`src/rtl/drt_pkg.sv`:
```
package drt_pkg;

   typedef enum logic [1:0] {
      OFF_RELOAD = 2'd0,
      OFF_DUTY   = 2'd1,
      OFF_CTRL   = 2'd2,
      OFF_COUNT  = 2'd3
   } drt_off_e;

   localparam int CTRL_FORCE_BIT = 0;
   localparam int CTRL_FLAG_BIT  = 1;

endpackage

```
`src/rtl/drt_pwm_cmp.sv`:
```
module drt_pwm_cmp #(
   parameter int CNT_W = 12
) (
   input  logic [CNT_W-1:0] cnt,
   input  logic [CNT_W-1:0] reload,
   input  logic [CNT_W-1:0] duty,
   output logic             pwm
);

   logic window_ok;
   logic in_high;

   // a window that does not open above the reload value can never be high
   assign window_ok = duty > reload;
   assign in_high   = (cnt >= reload) && (cnt < duty);
   assign pwm       = window_ok && in_high;

endmodule

```
`src/rtl/drt_channel.sv`:
```
module drt_channel #(
   parameter int CNT_W = 12
) (
   input  logic             clk,
   input  logic             rst_n,
   input  logic             en,
   input  logic             wr_reload,
   input  logic             wr_duty,
   input  logic             set_force,
   input  logic             clr_flag,
   input  logic [CNT_W-1:0] wval,
   output logic [CNT_W-1:0] cnt_o,
   output logic [CNT_W-1:0] reload_o,
   output logic [CNT_W-1:0] dsh_o,
   output logic [CNT_W-1:0] dact_o,
   output logic             force_o,
   output logic             flag_o,
   output logic             pulse_o,
   output logic             pwm_o
);

   localparam logic [CNT_W-1:0] CNT_MAX = {CNT_W{1'b1}};
   localparam logic [CNT_W-1:0] CNT_ONE = {{(CNT_W-1){1'b0}}, 1'b1};

   logic [CNT_W-1:0] cnt_q, reload_q, dsh_q, dact_q;
   logic             force_q, flag_q, pulse_q;
   logic             wrap;

   assign wrap = en && (cnt_q == CNT_MAX);

   // counter: wrap beats force, force beats increment
   always_ff @(posedge clk or negedge rst_n) begin
      if (!rst_n) begin
         cnt_q <= '0;
      end else if (wrap) begin
         cnt_q <= reload_q;
      end else if (en && force_q) begin
         cnt_q <= CNT_MAX;
      end else if (en) begin
         cnt_q <= cnt_q + CNT_ONE;
      end
   end

   // force bit: hardware clear at overflow outranks a software set
   always_ff @(posedge clk or negedge rst_n) begin
      if (!rst_n) begin
         force_q <= 1'b0;
      end else if (wrap) begin
         force_q <= 1'b0;
      end else if (set_force) begin
         force_q <= 1'b1;
      end
   end

   // overflow pulse and sticky flag
   always_ff @(posedge clk or negedge rst_n) begin
      if (!rst_n) begin
         pulse_q <= 1'b0;
         flag_q  <= 1'b0;
      end else begin
         pulse_q <= wrap;
         if (wrap) begin
            flag_q <= 1'b1;
         end else if (clr_flag) begin
            flag_q <= 1'b0;
         end
      end
   end

   // reload, pending duty, and transfer of duty at overflow
   always_ff @(posedge clk or negedge rst_n) begin
      if (!rst_n) begin
         reload_q <= '0;
         dsh_q    <= '0;
         dact_q   <= '0;
      end else begin
         if (wr_reload) begin
            reload_q <= wval;
         end
         if (wr_duty) begin
            dsh_q <= wval;
         end
         if (wrap) begin
            dact_q <= dsh_q;
         end
      end
   end

   drt_pwm_cmp #(.CNT_W(CNT_W)) u_cmp (
      .cnt    (cnt_q),
      .reload (reload_q),
      .duty   (dact_q),
      .pwm    (pwm_o)
   );

   assign cnt_o    = cnt_q;
   assign reload_o = reload_q;
   assign dsh_o    = dsh_q;
   assign dact_o   = dact_q;
   assign force_o  = force_q;
   assign flag_o   = flag_q;
   assign pulse_o  = pulse_q;

endmodule

```
`src/rtl/dual_reload_timer.sv`:
```
module dual_reload_timer #(
   parameter  int N_CH   = 2,
   parameter  int CNT_W  = 12,
   parameter  int DATA_W = 16,
   localparam int CH_W   = (N_CH > 1) ? $clog2(N_CH) : 1
) (
   input  logic              clk,
   input  logic              rst_n,
   input  logic              cnt_en,
   input  logic              wr_en,
   input  logic [CH_W+1:0]   addr,
   input  logic [DATA_W-1:0] wdata,
   output logic [DATA_W-1:0] rdata,
   output logic [N_CH-1:0]   pwm_o,
   output logic [N_CH-1:0]   ovf_pulse_o,
   output logic [N_CH-1:0]   ovf_flag_o
);
   import drt_pkg::*;

   if (N_CH < 1) begin : g_bad_nch
      $error("dual_reload_timer: N_CH must be at least 1");
   end
   if (CNT_W < 2) begin : g_bad_cntw
      $error("dual_reload_timer: CNT_W must be at least 2");
   end
   if (DATA_W <= CNT_W) begin : g_bad_dataw
      $error("dual_reload_timer: DATA_W must exceed CNT_W");
   end

   logic [CH_W-1:0] sel_ch;
   drt_off_e        sel_off;

   logic [N_CH-1:0][CNT_W-1:0] ch_cnt, ch_reload, ch_dsh, ch_dact;
   logic [N_CH-1:0]            ch_force, ch_flag;
   logic                       unused_wdata;

   assign sel_ch       = addr[CH_W+1:2];
   assign sel_off      = drt_off_e'(addr[1:0]);
   assign unused_wdata = ^wdata[DATA_W-1:CNT_W];

   for (genvar c = 0; c < N_CH; c++) begin : g_ch
      logic hit;
      assign hit = wr_en && (int'(sel_ch) == c);

      drt_channel #(.CNT_W(CNT_W)) u_ch (
         .clk       (clk),
         .rst_n     (rst_n),
         .en        (cnt_en),
         .wr_reload (hit && (sel_off == OFF_RELOAD)),
         .wr_duty   (hit && (sel_off == OFF_DUTY)),
         .set_force (hit && (sel_off == OFF_CTRL) && wdata[CTRL_FORCE_BIT]),
         .clr_flag  (hit && (sel_off == OFF_CTRL) && wdata[CTRL_FLAG_BIT]),
         .wval      (wdata[CNT_W-1:0]),
         .cnt_o     (ch_cnt[c]),
         .reload_o  (ch_reload[c]),
         .dsh_o     (ch_dsh[c]),
         .dact_o    (ch_dact[c]),
         .force_o   (ch_force[c]),
         .flag_o    (ch_flag[c]),
         .pulse_o   (ovf_pulse_o[c]),
         .pwm_o     (pwm_o[c])
      );
   end

   assign ovf_flag_o = ch_flag;

   always_comb begin
      rdata = '0;
      for (int c = 0; c < N_CH; c++) begin
         if (int'(sel_ch) == c) begin
            case (sel_off)
               OFF_RELOAD: rdata[CNT_W-1:0] = ch_reload[c];
               OFF_DUTY:   rdata[CNT_W-1:0] = ch_dsh[c];
               OFF_CTRL: begin
                  rdata[CTRL_FORCE_BIT] = ch_force[c];
                  rdata[CTRL_FLAG_BIT]  = ch_flag[c];
               end
               default:    rdata[CNT_W-1:0] = ch_cnt[c];
            endcase
         end
      end
   end

endmodule

```
`config.mk`:
```
export PLATFORM = sky130hd
export DESIGN_NAME = dual_reload_timer
export DESIGN_NICKNAME = d
export VERILOG_FILES = /design/src/rtl/drt_pkg.sv /design/src/rtl/drt_pwm_cmp.sv /design/src/rtl/drt_channel.sv /design/src/rtl/dual_reload_timer.sv
export SDC_FILE = /design/constraint.sdc
export NUM_CORES = 1
export LEC_CHECK = 0
export ABC_AREA = 1
export ABC_CLOCK_PERIOD_IN_PS = 2810
export BUFFER_PORTS_ARGS = -buffer_cell sky130_fd_sc_hd__buf_2
export CORE_ASPECT_RATIO = 1.75
export CORE_MARGIN = 4
export CORE_UTILIZATION = 65
export CTS_BUF_LIST = sky130_fd_sc_hd__clkbuf_8
export DETAILED_ROUTE_END_ITERATION = 16
export HOLD_SLACK_MARGIN = 0.12
export PLACE_DENSITY = 0.84
export REMOVE_ABC_BUFFERS = 1
export SETUP_SLACK_MARGIN = 0.15
export SLEW_MARGIN = 20
export SYNTH_ARGS = -nofsm -noshare
export SYNTH_HDL_FRONTEND = slang
export SYNTH_HIERARCHICAL = 1
export SYNTH_SLANG_ARGS = --single-unit
export TNS_END_PERCENT = 10
```
`constraint.sdc`:
```
create_clock -name clk -period 2.81 [get_ports clk]
set_input_delay 0.562 -clock clk [delete_from_list [all_inputs] [get_ports clk]]
set_output_delay 0.562 -clock clk [all_outputs]
set_load 0.005 [all_outputs]
```
======== Word level (Yosys, flattened, before mapping) ========
Cells that the tools add are included.
storage, ports and cells
  bits in registers ....................... 102
  bits of input ports ..................... 23
  output and inout port bits .............. 22
  logic and storage cells ................. 74
operators by class
  $add $sub $neg .......................... 2
  magnitude comparators ................... 6
  equality and inequality tests ........... 4
  muxes and demuxes ....................... 20
  bitwise operators ....................... 1
  reductions and logical operators ........ 27
operators with widths
  operator                                       count
  two-way mux 12 bit                             8
  one-hot mux 10 bit (3 select lines)            2
  adder 12 x 1 -> 12 bit, second input constant  2
  == test 12 bit, second input constant          2
  >= comparator 12 bit                           2
  > comparator 12 bit                            2
  < comparator 12 bit                            2
  logical AND 1 bit                              20
  one-hot mux 2 bit (3 select lines)             2
  two-way mux 1 bit                              8
  nonzero test 2 bit                             4
  nonzero test 3 bit                             2
  == test 2 x 1 -> 1 bit, second input constant  1
  == test 2 bit, second input constant           1
  logical NOT 2 bit                              1
  NOT 1 bit                                      1

======== Longest topological paths before layout ========
  word-level depth ........................ 6
  depth in mapped cells ................... 11
  mapped depth without buffers ............ 11

======== Modules after synthesis ========
Netlist, hierarchy kept.
by module, submodules not included
  module                             times used  cells an instance  area an instance (um^2)  seq. area each (um^2)
  drt_channel                        2           286                2351.0                   1276.2
  dual_reload_timer                  1           180                1079.8                   0.0
  drt_pwm_cmp at g_ch[0].u_ch.u_cmp  1           154                949.7                    0.0
  drt_pwm_cmp at g_ch[1].u_ch.u_cmp  1           155                938.4                    0.0

======== Worst setup path before layout ========
OpenSTA, ideal clock, no wires.
  path kind ............................... reg-to-output
  start ................................... register g_ch[0].u_ch.cnt_q[11]
  end ..................................... output pwm_o[0]
  data arrival time ....................... 1.284 ns
  required time ........................... 2.248 ns
  setup slack ............................. 0.964 ns
  cell stages (with the launch flop) ...... 9
  path buffers ............................ 0
  cell sequence ........................... dfrtp_1 > ha_1 > nand2_1 > inv_2 > a21oi_1 > nand2_1 > nor2_1 > nand3_2 > nor2_2
on the way
  longest elaborated chain between the ends .. 3
  elaborated cells between the ends (all ways) .. 4
  those cells by class .................... order compare (2); reduce/logical (2)
RTL lines
  item                                                         RTL line                 source
  start, declared                                              drt_channel.sv:25        logic [CNT_W-1:0] cnt_q, reload_q, dsh_q, dact_q;
  start signal, assigned                                       drt_channel.sv:36        cnt_q <= reload_q;
  start signal, assigned                                       drt_channel.sv:40        cnt_q <= cnt_q + CNT_ONE;
  >= comparator 12 bit or < comparator 12 bit (tied branches)  drt_pwm_cmp.sv:15        assign in_high = (cnt >= reload) && (cnt < duty);
  logical AND 1 bit *                                          drt_pwm_cmp.sv:15
  logical AND 1 bit *                                          drt_pwm_cmp.sv:16        assign pwm = window_ok && in_high;
  end, declared                                                dual_reload_timer.sv:14  output logic [N_CH-1:0] pwm_o,
Every way passes the cells marked *; elsewhere a longest branch is shown, timed or not.

======== Worst setup path in the final report ========
  start ................................... register g_ch[1].u_ch.cnt_q[9]
  end ..................................... output pwm_o[1]
on the way
  longest elaborated chain between the ends .. 3
  elaborated cells between the ends (all ways) .. 4
  those cells by class .................... order compare (2); reduce/logical (2)
RTL lines
  item                                                         RTL line
  start, declared                                              drt_channel.sv:25
  start signal, assigned                                       drt_channel.sv:36
  start signal, assigned                                       drt_channel.sv:40
  >= comparator 12 bit or < comparator 12 bit (tied branches)  drt_pwm_cmp.sv:15
  logical AND 1 bit *                                          drt_pwm_cmp.sv:15
  logical AND 1 bit *                                          drt_pwm_cmp.sv:16
Marked as above.

==> reports/qor.csv <==
stage;metric;value;unit
run_status;outcome;finished, final reports clean;
clock_tree;CTS tree;yes;
die;# IOs;45;
sta;fmax;388;MHz
die;Starting Density;66.2;%
synth;Yosys top cell by area;dfrtp_1;
route;DR WL/cell;14.9;um
clock_tree;root buffer cell;clkbuf_8;
grt;largest net degree at the start of global routing;41;
clock_tree;clock sink count;102;
die;chip width;90.1;um
route;antenna-violating nets left;0;
power;internal power;2.83;mW
cells_and_area;Finished Cell Area;0.00809;mm^2
run;number of max-cap violations;0;
power;sw frac;39.8;%
sta;Slew headroom;61.1;%
placed_design;DP Area;0.00785;mm^2
worst_setup_path;Worst Path Arrival;2.01;ns
worst_hold_path;hold crit path type;in -> async;
cells_and_area;number of diodes;0;
grt;vias in the first global route;6491;
placed_design;routability cong.;0.864;
synth;Avg Cell Area, Syn;7.23;um^2
placed_design;Port Buf Inserts;36;
sta;Final Max Slew Viols;0;
sta;final setup fails;0;
synth;flops & latches, synth;102;
sta;Least-Margin Pin Slew;0.581;ns
sta;final hold vios;0;
synth;Seq/Total Area, Yosys;33.3;%
grt;grt total ovfl;0;
die;FP Rows;52;
worst_setup_path;Required @ worst endpoint;2.25;ns
synth;share of the synthesized area in the top cell type;33.3;%
route;DRC;0;
clock_tree;Hold Buf Count CTS;0;
grt;initial antenna violation count;0;
power;VDD IR max;0.269;mV
synth;Synth cell types;34;
die;die footprint;0.0137;mm^2
route;via count;6804;
route;drt total wl;18.3;mm
worst_setup_path;depth of the most critical reg-to-reg path;8;
clock_tree;H-tree depth;3;
power;PwrDens;581;mW/mm^2
placed_design;dpl hpwl;13.8;mm
clock_tree;worst skew pair latency;0.36;ns
sta;Fin Hold WS;0.173;ns
worst_setup_path;CP Capture Type;output port;
clock_tree;Reg clk slew, reported paths;0.09;ns
cells_and_area;Core Util, Final;69.8;%
synth;top cells by area, synth;dfrtp_1, nand2_1, ha_1, inv_1, nand3_2;
power;total chip power;4.70;mW
cells_and_area;commonest non-fill, non-tap cell in the layout;nand2_1;
sta;Final Cycle Share;91.7;%
cells_and_area;P&R area growth vs syn;5.43;%
sta;setup_tns;0;ns
power;Clk network pwr share;21.1;%
worst_setup_path;Crit Path Class;reg -> out;
power;Lkg Pwr;4.27;nW
die;Placeable Area;0.0116;mm^2
cells_and_area;commonest non-fill, non-tap cells in the layout;nand2_1, inv_1, dfrtp_1, ha_1, o21ai_0;
worst_setup_path;Worst setup SP type;register;
power;Seq pwr share;43.6;%
route;DRT Pass-1 Iters;5;
worst_setup_path;R2R Setup Slk;0.73;ns
route;DR iter-0 viols;579;
cells_and_area;share of layout cells above drive strength 1;14.5;%
cells_and_area;fillcell total;968;
sta;Tmin final;2.58;ns
power;Comb power frac;35.4;%
sta;RSZ-0062 raised after global routing;true;
synth;synthesized cell area;0.00767;mm^2
grt;global-route wire length before repair;30.6;mm
power;NetSw;1.87;mW
die;Die Ht;152;um
worst_setup_path;CP max FO;8;
route;Vias/cell;5.54;
clock_tree;CTS buffer count;9;
grt;GR Util All Layers;27.7;%
synth;YS warnings;6;
cells_and_area;fin nets;1184;
synth;Synth Instances;1061;
clock_tree;clock buffer depth;2;
sta;Layout Skew;0.00698;ns
## sequential cells by signal, summed over array words and instances, names as in the netlist
signal,flops
g_ch.u_ch/flag_o,2
g_ch.u_ch/reload_o,24
g_ch.u_ch/force_o,2
g_ch.u_ch/pulse_o,2
g_ch.u_ch/cnt_o,24
g_ch.u_ch/dsh_o,24
g_ch.u_ch/dact_o,24
## layer usage
metal	vias to the layer above	routed length (um)	global-route usage, %
met3	54	702	2.96
met5	-	0	0
met1	3166	7060	31.5
li1	3381	-	-
met4	0	682	15.0
met2	203	9840	51.1
## power groups by stage
stage          combinational [mW]  sequential [mW]  clock, mW
5_1_grt                      1.93             2.09       1.06
2_1_floorplan                1.19             1.97          0
3_5_place_dp                 1.62             2.07          0
6_report                     1.66             2.05      0.990
4_1_cts                      1.63             2.05      0.994
3_3_place_gp                 1.54             2.07          0
## cell usage after synthesis (all sizes together)
cell and instances:
buf 27, xnor2 4, a21o 2, a22oi 2, nor3 3, clkinv 2
ha 72, nand2 371, nand3b 2, or2 2, a21oi 42, dfrtp 102
o211ai 2, nand3 91, mux2 2, o21a 2, nand4 8, o21ai 83
inv 164, clkbuf 10, nor2 67, conb 1
## cell type report
cell class / instances / area, um^2 / share of cell area (%)
Sequential cell: 102 / 2560 / 31.7
Clock buffer: 9 / 124 / 1.53
Tap cell: 135 / 169 / 2.09
Inverter: 166 / 631 / 7.80
Clock inverter: 6 / 80.1 / 0.990
Multi-Input combinational cell: 759 / 4190 / 51.8
Timing Repair Buffer: 51 / 333 / 4.12
## metrics by stage
stage                     std cells  setup slack [ns]
after detailed placement       1210             0.537
after global routing           1228             0.140
final                          1228             0.233
after floorplan                1027             0.654
after CTS                      1225             0.170
after global placement         1210             0.547
## final timing paths
check / startpoint / endpoint
min reg2reg: g_ch[1].u_ch/dact_o[0] / g_ch[1].u_ch/dact_o[0]
max reg2reg: g_ch[0].u_ch/cnt_o[1] / g_ch[0].u_ch/cnt_o[3]
max: g_ch[1].u_ch/cnt_o[9] / pwm_o[1]
min: rst_n / g_ch[0].u_ch/dsh_o[1]
max in group asynchronous: rst_n / g_ch[1].u_ch/cnt_o[7]
min in group clk: wdata[4] / g_ch[0].u_ch/dsh_o[4]
## worst max-delay path, stage by stage (launching register included)
cell and delay [ns]:
dfrtp_1 0.50, ha_1 0.35, nand2_1 0.07, nor2_2 0.16
nand4_1 0.15, a21oi_2 0.17, nor2_1 0.07, nor2_2 0.09
buf_2 0.11
## timing repair
| action | 4_1_cts | 5_1_grt |
|---|---|---|
| endpoints found under the hold margin | 0 | 0 |
| endpoints found under the setup margin | 0 | 2 |
| buffers inserted | 0 | 3 |
| gates resized for setup | 0 | 9 |
## cells by family (layout without fill, tap and decap cells)
logic type               after synthesis  count (layout)  share of synthesized area (%)
AO/OA/AOI/OAI                        133             133                           9.38
other                                  1               4                         0.0489
multiplexers                           2               2                          0.294
buffers and inverters                203             232                           12.3
flip-flops                           102             102                           33.3
XOR/XNOR                               4               4                          0.457
AND/OR/NAND/NOR                      544             544                           32.5
adder cells (fa/ha/maj)               72              72                           11.7
Power figures use the tool's default switching activity.
